`src/rtl/lockmgr_pkg.sv`:
```
`timescale 1ns/1ps
// Shared command codes, status bit positions and sequencer states for the
// lock-bit manager. Assumes 8-bit command bytes.
package lockmgr_pkg;
    localparam logic [7:0] CMD_SETUP     = 8'h60;
    localparam logic [7:0] CMD_CONF_BLK  = 8'h01;
    localparam logic [7:0] CMD_CONF_PERM = 8'hF1;
    localparam logic [7:0] CMD_CLR_STAT  = 8'h50;

    localparam int SR_READY    = 7;
    localparam int SR_SEQ_ERR  = 5;
    localparam int SR_LOCK_ERR = 4;
    localparam int SR_PROT_ERR = 1;

    typedef enum logic [1:0] {ST_IDLE, ST_SETUP, ST_BUSY} seq_state_t;
endpackage

```
`src/rtl/lock_seq.sv`:
```
`timescale 1ns/1ps
// Command sequencer: decodes setup/confirm pairs, refuses lock changes while
// the permanent lock is set, and times the lock-set operation.
// Assumes one command write per cycle at most; writes during busy are dropped.
module lock_seq
    import lockmgr_pkg::*;
#(
    parameter int BLK_W       = 4,
    parameter int LOCK_CYCLES = 12
) (
    input  logic             clk,
    input  logic             rst_n,
    input  logic             cmd_valid,
    input  logic [7:0]       cmd_data,
    input  logic [BLK_W-1:0] cmd_blk,
    input  logic             perm_lock,
    output logic             busy,
    output logic             set_blk_stb,
    output logic             set_perm_stb,
    output logic [BLK_W-1:0] tgt_blk,
    output logic             seq_err_stb,
    output logic             lock_err_stb,
    output logic             clr_stb
);
    localparam int CNT_W = $clog2(LOCK_CYCLES + 1);

    seq_state_t       state_q;
    logic [CNT_W-1:0] cnt_q;
    logic             is_perm_q;
    logic             start_blk, start_perm;

    // Decode the current write against the sequencer state.
    always_comb begin
        seq_err_stb  = 1'b0;
        lock_err_stb = 1'b0;
        clr_stb      = 1'b0;
        start_blk    = 1'b0;
        start_perm   = 1'b0;
        if (cmd_valid) begin
            case (state_q)
                ST_IDLE:  clr_stb = (cmd_data == CMD_CLR_STAT);
                ST_SETUP: begin
                    if (cmd_data == CMD_CONF_BLK || cmd_data == CMD_CONF_PERM) begin
                        if (perm_lock) lock_err_stb = 1'b1;
                        else if (cmd_data == CMD_CONF_BLK) start_blk = 1'b1;
                        else start_perm = 1'b1;
                    end else begin
                        seq_err_stb = 1'b1;
                    end
                end
                default: ;
            endcase
        end
    end

    // State, target and busy timer.
    always_ff @(posedge clk) begin
        if (!rst_n) begin
            state_q   <= ST_IDLE;
            cnt_q     <= '0;
            is_perm_q <= 1'b0;
            tgt_blk   <= '0;
        end else begin
            case (state_q)
                ST_IDLE: if (cmd_valid && cmd_data == CMD_SETUP) state_q <= ST_SETUP;
                ST_SETUP: if (cmd_valid) begin
                    if (start_blk || start_perm) begin
                        state_q   <= ST_BUSY;
                        cnt_q     <= CNT_W'(LOCK_CYCLES - 1);
                        is_perm_q <= start_perm;
                        tgt_blk   <= cmd_blk;
                    end else begin
                        state_q <= ST_IDLE;
                    end
                end
                ST_BUSY: begin
                    if (cnt_q == '0) state_q <= ST_IDLE;
                    else cnt_q <= cnt_q - 1'b1;
                end
                default: state_q <= ST_IDLE;
            endcase
        end
    end

    // Commit strobes fire in the final busy cycle.
    always_comb begin
        busy         = (state_q == ST_BUSY);
        set_blk_stb  = busy && (cnt_q == '0) && !is_perm_q;
        set_perm_stb = busy && (cnt_q == '0) && is_perm_q;
    end

    p_reject_no_busy_r6: assert property (@(posedge clk) disable iff (!rst_n)
        (state_q == ST_SETUP && cmd_valid && perm_lock) |=> (state_q == ST_IDLE));
    p_busy_holds_r4: assert property (@(posedge clk) disable iff (!rst_n)
        (state_q == ST_BUSY && cnt_q != '0) |=> (state_q == ST_BUSY));
endmodule

```
`src/rtl/lock_store.sv`:
```
`timescale 1ns/1ps
// Lock flag storage: one set-only flag per block plus the permanent flag.
// Assumes the sequencer never raises both commit strobes together.
module lock_store #(
    parameter int NUM_BLOCKS = 16,
    parameter int BLK_W      = 4
) (
    input  logic                  clk,
    input  logic                  rst_n,
    input  logic                  set_blk_stb,
    input  logic                  set_perm_stb,
    input  logic [BLK_W-1:0]      tgt_blk,
    output logic [NUM_BLOCKS-1:0] blk_lock,
    output logic                  perm_lock
);
    for (genvar b = 0; b < NUM_BLOCKS; b++) begin : g_blk
        // Per-block flag, set when its index is committed.
        always_ff @(posedge clk) begin
            if (!rst_n) blk_lock[b] <= 1'b0;
            else if (set_blk_stb && tgt_blk == BLK_W'(b)) blk_lock[b] <= 1'b1;
        end
    end

    // Device-wide permanent flag.
    always_ff @(posedge clk) begin
        if (!rst_n) perm_lock <= 1'b0;
        else if (set_perm_stb) perm_lock <= 1'b1;
    end

    p_perm_sticky_r3: assert property (@(posedge clk) disable iff (!rst_n)
        perm_lock |=> perm_lock);
    p_frozen_r6: assert property (@(posedge clk) disable iff (!rst_n)
        perm_lock |=> $stable(blk_lock));
endmodule

```
`src/rtl/prot_gate.sv`:
```
`timescale 1ns/1ps
// Program/erase gate: a locked block is refused when write-protect is low or
// the permanent lock is set. Result is registered one cycle after the request.
// Assumes pe_blk < NUM_BLOCKS; out-of-range indices read as unlocked.
module prot_gate #(
    parameter int NUM_BLOCKS = 16,
    parameter int BLK_W      = 4
) (
    input  logic                  clk,
    input  logic                  rst_n,
    input  logic                  pe_req,
    input  logic [BLK_W-1:0]      pe_blk,
    input  logic                  wp_n,
    input  logic [NUM_BLOCKS-1:0] blk_lock,
    input  logic                  perm_lock,
    output logic                  reject_now,
    output logic                  pe_grant,
    output logic                  pe_deny
);
    logic sel_locked;

    // Look up the target block's flag and decide.
    always_comb begin
        sel_locked = 1'b0;
        for (int i = 0; i < NUM_BLOCKS; i++)
            if (pe_blk == BLK_W'(i)) sel_locked = blk_lock[i];
        reject_now = pe_req && sel_locked && (!wp_n || perm_lock);
    end

    // Register the verdict as one-cycle pulses.
    always_ff @(posedge clk) begin
        if (!rst_n) begin
            pe_grant <= 1'b0;
            pe_deny  <= 1'b0;
        end else begin
            pe_grant <= pe_req && !reject_now;
            pe_deny  <= reject_now;
        end
    end

    p_excl_r11: assert property (@(posedge clk) disable iff (!rst_n)
        !(pe_grant && pe_deny));
    p_pulse_r11: assert property (@(posedge clk) disable iff (!rst_n)
        (pe_grant || pe_deny) |-> $past(pe_req));
endmodule

```
`src/rtl/lock_bit_mgr.sv`:
```
`timescale 1ns/1ps
// Top of the lock-bit manager: ties sequencer, flag storage and gate together
// and keeps the sticky status error bits. Set strobes win over a clear.
module lock_bit_mgr
    import lockmgr_pkg::*;
#(
    parameter int NUM_BLOCKS  = 16,
    parameter int LOCK_CYCLES = 12,
    parameter int BLK_W       = $clog2(NUM_BLOCKS)
) (
    input  logic             clk,
    input  logic             rst_n,
    input  logic             cmd_valid,
    input  logic [7:0]       cmd_data,
    input  logic [BLK_W-1:0] cmd_blk,
    input  logic             wp_n,
    input  logic             pe_req,
    input  logic [BLK_W-1:0] pe_blk,
    output logic             pe_grant,
    output logic             pe_deny,
    output logic             ready,
    output logic [7:0]       status
);
    logic                  busy, set_blk_stb, set_perm_stb;
    logic                  seq_err_stb, lock_err_stb, clr_stb, reject_now;
    logic [BLK_W-1:0]      tgt_blk;
    logic [NUM_BLOCKS-1:0] blk_lock;
    logic                  perm_lock;
    logic                  seq_err_q, lock_err_q, prot_err_q;

    lock_seq #(.BLK_W(BLK_W), .LOCK_CYCLES(LOCK_CYCLES)) u_seq (
        .clk(clk), .rst_n(rst_n), .cmd_valid(cmd_valid), .cmd_data(cmd_data),
        .cmd_blk(cmd_blk), .perm_lock(perm_lock), .busy(busy),
        .set_blk_stb(set_blk_stb), .set_perm_stb(set_perm_stb), .tgt_blk(tgt_blk),
        .seq_err_stb(seq_err_stb), .lock_err_stb(lock_err_stb), .clr_stb(clr_stb)
    );

    lock_store #(.NUM_BLOCKS(NUM_BLOCKS), .BLK_W(BLK_W)) u_store (
        .clk(clk), .rst_n(rst_n), .set_blk_stb(set_blk_stb),
        .set_perm_stb(set_perm_stb), .tgt_blk(tgt_blk),
        .blk_lock(blk_lock), .perm_lock(perm_lock)
    );

    prot_gate #(.NUM_BLOCKS(NUM_BLOCKS), .BLK_W(BLK_W)) u_gate (
        .clk(clk), .rst_n(rst_n), .pe_req(pe_req), .pe_blk(pe_blk), .wp_n(wp_n),
        .blk_lock(blk_lock), .perm_lock(perm_lock), .reject_now(reject_now),
        .pe_grant(pe_grant), .pe_deny(pe_deny)
    );

    // Sticky error bits: cleared by the clear command, set by reject strobes.
    always_ff @(posedge clk) begin
        if (!rst_n) begin
            seq_err_q  <= 1'b0;
            lock_err_q <= 1'b0;
            prot_err_q <= 1'b0;
        end else begin
            if (clr_stb) begin
                seq_err_q  <= 1'b0;
                lock_err_q <= 1'b0;
                prot_err_q <= 1'b0;
            end
            if (seq_err_stb)  seq_err_q  <= 1'b1;
            if (lock_err_stb) lock_err_q <= 1'b1;
            if (reject_now)   prot_err_q <= 1'b1;
        end
    end

    // Assemble ready and the status byte.
    always_comb begin
        ready               = !busy;
        status              = '0;
        status[SR_READY]    = !busy;
        status[SR_SEQ_ERR]  = seq_err_q;
        status[SR_LOCK_ERR] = lock_err_q;
        status[SR_PROT_ERR] = prot_err_q;
    end

    p_deny_flags_r7: assert property (@(posedge clk) disable iff (!rst_n)
        pe_deny |-> status[SR_PROT_ERR]);
    p_busy_from_cmd_r4: assert property (@(posedge clk) disable iff (!rst_n)
        $fell(ready) |-> $past(cmd_valid));
endmodule

```
`config.mk`:
```
export PLATFORM = sky130hd
export DESIGN_NAME = lock_bit_mgr
export DESIGN_NICKNAME = d
export VERILOG_FILES = /design/src/rtl/lockmgr_pkg.sv /design/src/rtl/lock_seq.sv /design/src/rtl/lock_store.sv /design/src/rtl/prot_gate.sv /design/src/rtl/lock_bit_mgr.sv
export SDC_FILE = /design/constraint.sdc
export NUM_CORES = 1
export LEC_CHECK = 0
export ABC_AREA = 1
export BUFFER_PORTS_ARGS = -buffer_cell sky130_fd_sc_hd__buf_2
export CORE_MARGIN = 1.5
export CORE_UTILIZATION = 51
export DETAILED_ROUTE_END_ITERATION = 16
export HOLD_SLACK_MARGIN = 0.03
export PLACE_DENSITY_LB_ADDON = 0.3
export SETUP_SLACK_MARGIN = 0.4
export SLEW_MARGIN = 20
export SYNTH_ARGS = -nofsm -noshare
export SYNTH_HDL_FRONTEND = slang
export SYNTH_SLANG_ARGS = --single-unit
```
`constraint.sdc`:
```
create_clock -name clk -period 1.7 [get_ports clk]
set_input_delay 0.34 -clock clk [delete_from_list [all_inputs] [get_ports clk]]
set_output_delay 0.34 -clock clk [all_outputs]
set_load 0.005 [all_outputs]
```
# Word level (Yosys, flattened, before mapping)
# Cells that the tools add are included.
totals:
  out_inout_bits: 11
  mem_bits_ro: 0
  latchBits: 0
  wordCells: 157
  memories: 0
  ramBits: 0
  input_bits: 21
  reg_bits: 33
classes:
  n_bitwise: 0
  multipliers: 0
  reduce_logical: 41
  n_eq_ne: 41
  n_shift: 0
  order_cmp: 0
  mux: 48
  n_addsub: 1
  n_div: 0
op_table:
  columns: ["op", "count"]
  rows:
  - ["== test 4 bit, second input constant", 16]
  - ["2-to-1 mux 1 bit", 39]
  - ["== test 4 x 3 -> 1 bit, second input constant", 8]
  - ["logical AND 1 bit", 23]
  - ["== test 4 x 2 -> 1 bit, second input constant", 4]
  - ["== test 8 x 7 -> 1 bit, second input constant", 2]
  - ["zero test 4 bit", 3]
  - ["2-to-1 mux 4 bit", 3]
  - ["== test 4 x 1 -> 1 bit, second input constant", 2]
  - ["== test 8 x 1 -> 1 bit, second input constant", 1]
  - ["== test 8 bit, second input constant", 1]
  - ["2-to-1 mux 2 bit", 4]
  - ["one-hot mux 4 bit (2 select lines)", 1]
  - ["nonzero test 2 bit", 4]
  - ["!= test 2 x 1 -> 1 bit, second input constant", 3]
  - ["one-hot mux 2 bit (3 select lines)", 1]
  - ["AND reduction 3 bit", 2]
  - ["zero test 1 bit", 4]
  - ["!= test 2 bit, second input constant", 2]
  - ["AND reduction 4 bit", 1]
  - ["subtractor 4 x 1 -> 4 bit, second input constant", 1]
  - ["logical OR 1 bit", 3]
  - ["== test 2 x 1 -> 1 bit, second input constant", 1]
  - ["== test 2 bit, second input constant", 1]
  - ["zero test 2 bit", 1]

# Logic depth before layout (Yosys ltp)
# Gate-level depths: netlist (run 1).
depth:
  depth_word: 21
  mapped_depth: 11
  mapped_depth_nobuf: 11

# Modules after synthesis
# Synthesis (run 1) repeated with hierarchy kept, for this count alone.
hier_totals:
  cells_unflattened: 276
  area_unflattened_um2: 1809.2
by_module_without_submodules:
  columns: ["module", "area_each_um2", "n_inst", "cells_per_inst", "seq_area_each_um2"]
  rows:
  - ["lock_seq", 678.2, 1, 106, 220.2]
  - ["lock_store", 648.1, 1, 87, 340.3]
  - ["prot_gate", 310.3, 1, 59, 40.0]
  - ["lock_bit_mgr", 172.7, 1, 24, 60.1]

# Least setup slack after synthesis (run 1)
# No wires, ideal clock.
synth_timing:
  path_kind: "register to register"
  startpoint: "register u_seq.cnt_q[0]"
  endpoint: "register u_store.blk_lock[10]"
  path_stages_with_launch: 10
  path_slack_ns: 0.396
  t_arrival_ns: 1.177
  required_time_ns: 1.572
  setup_ns: 0.128
  path_buffers: 1
  synth_period_minus_slack_ns: 1.304
  cell_sequence: "dfxtp_1 inv_1 ha_1 nand3_1 nor2_4 nand2_2 clkinv_2 buf_6 a31oi_1 nor2_1"
synth_between:
  elab_chain_len: 4
synth_lines:
  columns: ["item", "line_no", "source"]
  rows:
  - ["start: declaration", "lock_seq.sv:28", "logic [CNT_W-1:0] cnt_q;"]
  - ["start signal: assignment", "lock_seq.sv:69", "cnt_q <= CNT_W'(LOCK_CYCLES - 1);"]
  - ["start signal: assignment", "lock_seq.sv:78", "else cnt_q <= cnt_q - 1'b1;"]
  - ["zero test 4 bit", "lock_seq.sv:88", "set_blk_stb = busy && (cnt_q == '0) && !is_perm_q;"]
  - ["logical AND 1 bit (2 in series)", "lock_seq.sv:88", null]
  - ["logical AND 1 bit", "lock_store.sv:20", "else if (set_blk_stb && tgt_blk == BLK_W'(b)) blk_lock[b] <= 1'b1;"]
  - ["end signal: indexed assignment", "lock_store.sv:19", "if (!rst_n) blk_lock[b] <= 1'b0;"]
  - ["end signal: indexed assignment", "lock_store.sv:20", null]
  - ["end: declaration", "lock_store.sv:13", "output logic [NUM_BLOCKS-1:0] blk_lock,"]
# No other way between the ends.
# A chain may end at the register's enable or synchronous reset.

# Worst setup path in the final report (run 1)
layout_timing:
  startpoint: "register u_seq.state_q[1]"
  endpoint: "output port status[7]"
layout_between:
  elab_chain_len: 2
layout_lines:
  columns: ["item", "line_no", "source"]
  rows:
  - ["start: declaration", "lock_seq.sv:27", "seq_state_t state_q;"]
  - ["start signal: assignment", "lock_seq.sv:59", "state_q <= ST_IDLE;"]
  - ["start signal: assignment", "lock_seq.sv:65", "ST_IDLE: if (cmd_valid && cmd_data == CMD_SETUP) state_q <= ST_SETUP;"]
  - ["start signal: assignment", "lock_seq.sv:68", "state_q <= ST_BUSY;"]
  - ["== test 2 bit", "lock_seq.sv:87", "busy = (state_q == ST_BUSY);"]
  - ["zero test 1 bit", "lock_bit_mgr.sv:72", "status[SR_READY] = !busy;"]
  - ["end: declaration", "lock_bit_mgr.sv:22", "output logic [7:0] status"]
# No other way between the ends.

==> impl_results.md, run 1 <==
- Vias in the first global route: 1,277
- Clock Path Buffers: 2
- Die Ht: 59.5 um
- Register area share after synthesis: 0.406
- RSZ-0062 raised after global routing: true
- Fmax: 0.737 GHz
- CP max stage delay: 0.35 ns
- Final setup viols: 0
- TritonCTS Buffers: 5
- R2R Path End: u_seq.cnt_q[2]
- Ys Warns: 0
- Iteration-0 DRC count of the detailed router: 63
- Crit Path Class: register to output pin
- Footprint of the multi-input gates: 792 um^2
- Antenna diode count: 0
- Layout Nets: 278
- Min-Delay Endpoint: u_gate.pe_grant
- Most frequent CP cell: inv_2
- First-pass GRT wire length: 5.39 mm
- Synthesized instance count: 227
- Highest net fanout along the worst path: 3
- Main synth FF type: dfxtp_1
- Fin crit period: 1.36 ns
- DRT Wirelength: 3.37 mm
- Buffers on Ports: 27
- # clock sinks: 33
- Hold depth: 3
- P_leak: 0.839 nW
- DR WL/cell: 11.2 um
- R2R Path Start: u_seq.state_q[1]
- Share of post-route cells with drive strength above 1: 0.266
- Grt total ovfl: 0
- Ys async rst share: 0
- Period utilization: 0.798
- Pre-CTS setup slack: 0.107 ns
- Fill count: 290
- DP Wirelength: 2.37 mm
- H-tree depth reported by CTS: 2
- Fin. Hold Viols: 0
- Final setup TNS: 0 ns
- Vias/cell: 4.92
- Initial antenna violation count: 0
- Required @ worst endpoint: 1.36 ns
- CP Cell Sequence: inv_2, nor2_4, inv_2, buf_2
- CTS tree: yes
- Reg2Reg Depth: 10
- Number of synthesized flops with an enable pin: 0
- Worst vdd ir: 0.591 mV
- Initial core utilization: 0.533
- Slowest stage cell, crit path: dfxtp_2
- FF+latch count, synth: 33
- Register area: 664 um^2
- WP data arrival: 1.02 ns
- Core ar.: 3050 um^2
- GR Util All Layers: 0.209
- I/O pins: 32
- Layout area overhead: 16.6%
- R2R setup slack: 0.36 ns
- Startpoint Class: register
- Drt first pass iters: 4
- Critical Path End Type: output pin
- Skew-Pair Late Insertion Delay: 0.34 ns
- Synth Area per Inst: 7.17 um^2
- Fin. max-slew vios: 0
- Site Rows: 20
- Hold WC Path Type: primary input to register
- Routability cong.: 0.784
- Status: completed
- Hold_sp: pe_req
- CTS Root Cell: clkbuf_4
- Final critical-path setup slack: 0.343 ns
- Total of max-cap violations: 0
- DRC: 0
- Die Area: 3540 um^2
- Clock Skews: 0.00868 ns
- Power Density: 698 nW/um^2
- Worst-path clk slew: 0.10 ns
- Most frequent cells in the layout: inv_1 (32), nand2_1 (32), dfxtp_1 (30), buf_2 (27), nor2_1 (25)
- Distinct cell type count after synthesis: 28
- Via count: 1,477
- Final antenna-violating net count: 0
- Post-Syn Area: 1630 um^2
- Largest net degree at the start of global routing: 23
- Overall die width: 59.5 um
sequential cells by signal, indices dropped and copies added (netlist names):
name	count
u_seq.cnt_q	4
seq_err_q	1
u_gate.pe_deny	1
u_seq.tgt_blk	4
u_gate.pe_grant	1
lock_err_q	1
prot_err_q	1
u_seq.state_q	2
u_seq.is_perm_q	1
u_store.perm_lock	1
u_store.blk_lock	16
cells by family (layout without fill, tap and decap cells):
group | count (synthesis) | after routing | synth area share
xor gates and xnor gates | 1 | 1 | 0.00538
other | 1 | 4 | 0.00230
adders and majority gates | 1 | 1 | 0.00769
AOI/OAI and AO/OA | 42 | 42 | 0.137
and+or+nand+nor | 98 | 98 | 0.294
DFF | 33 | 33 | 0.406
buffers and inverters | 51 | 77 | 0.148
timing repair:
action / CTS / global route
hold buffers: 0 / 0
pin swaps: 2 / 2
setup buffers: 4 / 1
endpoints found under the setup margin: 24 / 27
resized for setup: 8 / 12
layout make-up:
class / count / share of cell area
Multi-Input combinational cell: 146 / 0.417
Sequential cell: 33 / 0.350
Timing Repair Buffer: 33 / 0.0989
Inverter: 37 / 0.0758
Clock buffer: 7 / 0.0290
Tap cell: 44 / 0.0290
Yosys cell counts, types with 3 or more instances:
master / instances / area (um^2)
a21oi_1: 21 / 105
a31oi_1: 8 / 50.1
buf_4: 8 / 60.1
dfxtp_1: 33 / 661
inv_1: 33 / 124
inv_2: 3 / 11.3
nand2_1: 32 / 120
nand2_2: 4 / 25.0
nand3_1: 21 / 105
nand4_1: 4 / 25.0
nor2_1: 25 / 93.8
nor2_2: 4 / 25.0
o21ai_0: 9 / 45.0
o21ai_1: 3 / 15.0
through the flow:
stage | power (mW) | utilization | cell area (um^2) | instances | hold slack [ns]
after floorplan | 0.856 | - | 1640 | 230 | 0.432
after global placement | 0.886 | 0.570 | 1740 | 288 | 0.447
after detailed placement | 0.888 | 0.570 | 1740 | 288 | 0.449
after CTS | 1.32 | 0.606 | 1850 | 299 | 0.220
after global routing | 1.38 | 0.622 | 1900 | 300 | 0.237
final | 1.32 | 0.622 | 1900 | 300 | 0.220
power breakdown:
part           leakage (nW)  switching, mW  total [mW]  internal [mW]
Combinational         0.540         0.0604      0.0968         0.0364
Clock                0.0314          0.256       0.452          0.195
Sequential            0.268       0.000800       0.776          0.775
routing by layer:
layer / track usage / routed length, um / vias to the layer above
li1: - / - / 775
met1: 0.264 / 1660 / 667
met2: 0.319 / 1500 / 29
met3: 0.0677 / 144 / 6
met4: 0.105 / 63 / 0
met5: 0 / 0 / -
worst max-delay path by stage:
stage                                 endpoint  slack, ns        startpoint
final                                status[7]       0.34  u_seq.state_q[1]
after global routing      u_store.blk_lock[13]       0.26  u_seq.state_q[1]
after CTS                            status[7]       0.34  u_seq.state_q[1]
after detailed placement        u_seq.cnt_q[2]       0.11       cmd_data[7]
after global placement          u_seq.cnt_q[2]       0.17       cmd_data[3]
after floorplan           u_store.blk_lock[10]       0.43    u_seq.cnt_q[0]
worst max-delay path: cells and delay by family, from the launching register on:
kind | cells | cell delay (ns)
DFF | 1 | 0.35
buffers and inverters | 3 | 0.22
and+or+nand+nor | 1 | 0.11
(Power assumes the default switching activity.)
==> run 2: changes to the inputs <==
==> constraint.sdc (replaced) <==
create_clock -name clk -period 1.38 [get_ports clk]
set_input_delay 0.276 -clock clk [delete_from_list [all_inputs] [get_ports clk]]
set_output_delay 0.276 -clock clk [all_outputs]
set_load 0.005 [all_outputs]
==> run 2 against run 1 <==
Global-route usage grew 1.2 points. Largest cell class unchanged. Critical path depth grew 4. Hold slack lost 0.055 ns. Combinational power grew 62%.
==> impl_results.md, run 2 (synthesis gave the netlist of run 1 again) <==
- Status: completed
- Period utilization: 0.982
- Fill count: 238 (-18%)
- Fin. max-slew vios: 0 (unchanged)
- Share of post-route cells with drive strength above 1: 0.478 (+0.212)
- Fmax: 0.738 GHz
- Worst-path clk slew: 0.10 ns (about the same)
- Site Rows: 20 (unchanged)
- Required @ worst endpoint: 1.65 ns (+0.29 ns)
- Total of max-cap violations: 0 (unchanged)
- Top reg by flops: u_store.blk_lock
- Skew-Pair Late Insertion Delay: 0.34 ns (about the same)
- Placed Instance Area: 1840 um^2 (+5.7%)
- DR WL/cell: 11.8 um (+5.1%)
- Layout Nets: 296 (+6.5%)
- Post-route cell area: 2220 um^2 (+17%)
- Largest net degree at the start of global routing: 22 (-4.3%)
- WP data arrival: 1.62 ns (+0.60 ns)
- Commonest non-fill, non-tap cell in the layout: buf_2
- Fin. Hold Viols: 0 (unchanged)
- Final setup viols: 0 (unchanged)
- Layout area overhead: 36.2%
- Vias in the first global route: 1,389 (+8.8%)
- DRT Wirelength: 3.75 mm (+11%)
- Routability cong.: 0.839 (+7.0%)
- Die Area: 3540 um^2 (unchanged)
- # clock sinks: 33 (unchanged)
- Iteration-0 DRC count of the detailed router: 64 (+1.6%)
- P_leak: 0.957 nW (+14%)
- Clock Skews: 0.00849 ns (-0.000187 ns)
- CTS Root Cell: clkbuf_4
- Final antenna-violating net count: 0 (unchanged)
- Grt total ovfl: 0 (unchanged)
- Clock Path Buffers: 2 (unchanged)
- Final setup TNS: 0 ns (unchanged)
- Overall die width: 59.5 um (unchanged)
- DP Wirelength: 2.42 mm (+2.1%)
- Drt first pass iters: 6 (+2)
- Worst vdd ir: 0.506 mV (-14%)
- Vias/cell: 5.04 (+2.3%)
- DRC: 0 (unchanged)
- Highest net fanout along the worst path: 4 (+1)
- Critical Path End Type: register
- GR Util All Layers: 0.221 (+0.0122)
- First-pass GRT wire length: 5.89 mm (+9.2%)
- Die Ht: 59.5 um (unchanged)
- Fin crit period: 1.36 ns
- H-tree depth reported by CTS: 2 (unchanged)
- Hold WC Path Type: primary input to register
- Buffers on Ports: 27 (unchanged)
- Cell count after placement: 295 (+2.4%)
- Final std cells w/o fill: 318 (+6.0%)
- Top Registers: u_store.blk_lock x16, u_seq.cnt_q x4, u_seq.tgt_blk x4
- Initial core utilization: 0.533 (unchanged)
- Startpoint Class: register
- Hold_buf cts: 0 (unchanged)
- Most frequent cells in the layout: buf_2 (25), inv_1 (24), nand2_1 (24), nor2_1 (24), dfxtp_1 (22)
- Power Density: 753 nW/um^2 (+8.0%)
- Via count: 1,602 (+8.5%)
- Largest register FFs: 16 (unchanged)
- TritonCTS Buffers: 5 (unchanged)
- Antenna diode count: 0 (unchanged)
- Initial antenna violation count: 0 (unchanged)
- CTS tree: yes
- RSZ-0062 raised after global routing: true
- Crit Path Class: register to register
- Hold WS: 0.165 ns (-0.0553 ns)
- I/O pins: 32 (unchanged)
- Total Power: 1.67 mW (+26%)
- Core ar.: 3050 um^2 (unchanged)
## run 2: changes by cell type in the layout (fill, tap and decap cells not counted), sizes merged
cell	previous run	this run
buf	33	50
inv	36	37
## run 2: final cells by class
class | count | area [um^2] | share of cell area
Timing Repair Buffer | 50 | 340 | 0.153
Tap cell | 44 | 55.1 | 0.0248
Clock buffer | 7 | 55.1 | 0.0248
Inverter | 37 | 149 | 0.0672
Timing Repair inverter | 1 | 6.26 | 0.00282
Sequential cell | 33 | 674 | 0.304
Multi-Input combinational cell | 146 | 937 | 0.423
## run 2: final timing paths
| kind | startpoint | depth (start not counted) | to | slack [ns] |
|---|---|---|---|---|
| max | u_seq.cnt_q[0] | 8 | u_store.blk_lock[15] | 0.02 |
| min reg2reg | seq_err_q | 2 | seq_err_q | 0.46 |
| min | pe_req | 3 | u_gate.pe_grant | 0.16 |
| max reg2reg | u_seq.cnt_q[0] | 8 | u_store.blk_lock[15] | 0.02 |
## run 2: critical path, cell delays in order, from the launching register on
cell and delay (ns):
dfxtp_2 0.35, inv_4 0.06, ha_4 0.14, nand3_4 0.07, nor2_4 0.13, nand2_4 0.09, nor3_4 0.22, nand2_1 0.10
a21oi_1 0.13
## run 2: repair_timing
item,CTS,global route
setup endpoints to repair,38,39
pin swaps,8,19
setup buffers,7,8
resized for setup,21,40
cloned,1,0
## run 2: through the flow
step | utilization | setup slack, ns
after global placement | 0.603 | 0.0194
final | 0.726 | 0.0247
after CTS | 0.662 | 0.0315
after global routing | 0.726 | -0.0908
after detailed placement | 0.603 | -0.0593
after floorplan | - | 0.169
## run 2: power breakdown
part	switching, mW	internal [mW]	total [mW]
Combinational	0.0923	0.0646	0.157
Sequential	0.00137	0.955	0.956
Clock	0.317	0.240	0.557
Total	0.410	1.26	1.67
## run 2: routing by layer
metal  wire (um)  GRT usage
met1        1690      0.277
met2        1820      0.356
met3         182     0.0677
met4          63     0.0825
met5           0          0
==> run 3: changes to the inputs <==
--- a/config.mk
+++ b/config.mk
@@ -7,7 +7,6 @@
 export LEC_CHECK = 0
 export ABC_AREA = 1
 export BUFFER_PORTS_ARGS = -buffer_cell sky130_fd_sc_hd__buf_2
-export CORE_MARGIN = 1.5
 export CORE_UTILIZATION = 51
 export DETAILED_ROUTE_END_ITERATION = 16
 export HOLD_SLACK_MARGIN = 0.03
==> run 3 against run 2 <==
Final cell count is 1.9% lower. Critical path depth down 4. Utilization down 0.72 points. Flip-flop and latch count stayed put. Sequential power about the same. Critical path type is now register to output pin. Largest cell class unchanged. Highest routed layer unchanged.
==> impl_results.md, run 3 (synthesis gave the netlist of run 1 again) <==
- Status: completed
- Required @ worst endpoint: 1.10 ns (-0.55 ns)
- R2R setup slack: 0.07 ns (+0.05 ns)
- Site Rows: 20 (unchanged)
- Vias in the first global route: 1,410 (+1.5%)
- Buffers on Ports: 27 (unchanged)
- Routing usage on met1: 0.272 (-0.00442)
- Drt first pass iters: 4 (-2)
- Worst-path clk slew: 0.10 ns (about the same)
- Skew-Pair Late Insertion Delay: 0.34 ns (about the same)
- Post-route cell area: 2180 um^2 (-1.8%)
- Hold WS: 0.156 ns (-0.00842 ns)
- Clock Skews: 0.00938 ns (+0.000887 ns)
- Core ar.: 3030 um^2 (-0.82%)
- Fmax: 0.743 GHz (+0.67%)
- Overall die width: 58.5 um (-1.7%)
- RSZ-0062 raised after global routing: true
- Worst vdd ir: 0.386 mV (-24%)
- Share of post-route cells with drive strength above 1: 0.444 (-0.0341)
- DRT Wirelength: 3.84 mm (+2.3%)
- First-pass GRT wire length: 5.71 mm (-3.0%)
- Met2 Use GR: 0.363 (+0.00653)
- I/O pins: 32 (unchanged)
- Top Registers: u_store.blk_lock x16, u_seq.cnt_q x4, u_seq.tgt_blk x4
- Hold_buf cts: 0 (unchanged)
- WP data arrival: 1.07 ns (-0.55 ns)
- Hold WC Path Type: primary input to register
- Largest register FFs: 16 (unchanged)
- Grt total ovfl: 0 (unchanged)
- Highest net fanout along the worst path: 4 (unchanged)
- CTS Root Cell: clkbuf_4
- Antenna diode count: 0 (unchanged)
- DR WL/cell: 12.3 um (+4.3%)
- Met3 usage: 0.0527 (-0.0149)
- R2R Path Start: u_seq.cnt_q[0]
- Routability cong.: 0.859 (+2.4%)
- Fin. max-slew vios: 0 (unchanged)
- Initial antenna violation count: 0 (unchanged)
- # clock sinks: 33 (unchanged)
- TritonCTS Buffers: 5 (unchanged)
- Vias/cell: 5.16 (+2.5%)
- CP endpoint: status[7]
- GR Util All Layers: 0.220 (-0.00107)
- Layout area overhead: 33.7%
- CP startpoint: u_seq.state_q[1]
- Final antenna-violating net count: 0 (unchanged)
- Via count: 1,611 (+0.56%)
- Clock Path Buffers: 2 (unchanged)
- Commonest non-fill, non-tap cell in the layout: nand2_1
- Fin crit period: 1.35 ns (-0.00908 ns)
- Total of max-cap violations: 0 (unchanged)
- DRC: 0 (unchanged)
- Layout Nets: 290 (-2.0%)
- Most frequent cells in the layout: nand2_1 (27), buf_2 (26), inv_1 (24), nor2_1 (24), dfxtp_1 (21)
- P_leak: 0.947 nW (-0.99%)
- Busiest grt layer: met2
- Die Ht: 58.5 um (-1.7%)
- DP Wirelength: 2.36 mm (-2.3%)
- Reg2Reg Depth: 8 (unchanged)
- Total Power: 1.66 mW (-0.46%)
- Critical Path End Type: output pin
- Fin. Hold Viols: 0 (unchanged)
- Largest net degree at the start of global routing: 22 (unchanged)
- Top reg by flops: u_store.blk_lock
- Startpoint Class: register
- H-tree depth reported by CTS: 2 (unchanged)
- R2R Path End: u_store.blk_lock[12]
- Period utilization: 0.976 (-0.00658)
- CTS tree: yes
- Placed Instance Area: 1840 um^2 (unchanged)
- Iteration-0 DRC count of the detailed router: 94 (+47%)
- Final setup viols: 0 (unchanged)
- Die Area: 3420 um^2 (-3.3%)
- Crit Path Class: register to output pin
- Power Density: 764 nW/um^2 (+1.4%)
- Initial core utilization: 0.538 (+0.00441)
run 3: layer usage:
layer | vias to the layer above | wire length, um
met1 | 752 | 1630
met5 | - | 0
met2 | 50 | 1950
met4 | 0 | 62
met3 | 8 | 204
li1 | 801 | -
run 3: worst min-delay path by stage:
| stage | start | to | slack [ns] | depth (start not counted) |
|---|---|---|---|---|
| 3_5_place_dp | u_store.blk_lock[3] | u_store.blk_lock[3] | 0.45 | 2 |
| 3_3_place_gp | u_store.blk_lock[10] | u_store.blk_lock[10] | 0.44 | 2 |
| 4_1_cts | pe_req | u_gate.pe_grant | 0.17 | 3 |
| 2_1_floorplan | pe_req | u_gate.pe_grant | 0.39 | 2 |
| 5_1_grt | pe_req | u_gate.pe_grant | 0.17 | 3 |
| 6_report | pe_req | u_gate.pe_grant | 0.16 | 3 |
run 3: cell type report:
class / count / area (um^2)
fill: 241 / 851
timing repair buffer: 44 / 297
multi-input combinational: 146 / 937
clock buffer: 7 / 55.1
sequential: 33 / 676
timing repair inverter: 1 / 8.76
tap: 44 / 55.1
inverter: 37 / 149
run 3: timing repair:
item                                    4_1_cts  5_1_grt
gates resized for setup                      18       44
pin swaps                                    11       12
endpoints found under the setup margin       38       39
endpoints found under the hold margin         0        0
buffers inserted                              7        2
cloned                                        1        0
run 3: worst max-delay path, cell delays in order (launching register included):
cell and delay, ns:
dfxtp_2 0.37, inv_4 0.06, nor2_4 0.10, inv_2 0.07, buf_2 0.13
run 3: metrics by stage:
step | worst slack [ns] | instances | util | setup TNS, ns
CTS | 0.0673 | 310 | 0.657 | 0
detailed placement | -0.0103 | 295 | 0.608 | -0.0136
global route | -0.0354 | 312 | 0.719 | -0.100
finish | 0.0337 | 312 | 0.719 | 0
global placement | 0.0263 | 295 | 0.608 | 0
floorplan | 0.169 | 230 | - | 0
run 3: report_power, final:
group          leakage [nW]  switching (mW)  internal, mW
sequential            0.272         0.00146         0.955
clock                0.0314           0.313         0.240
combinational         0.644          0.0916        0.0608
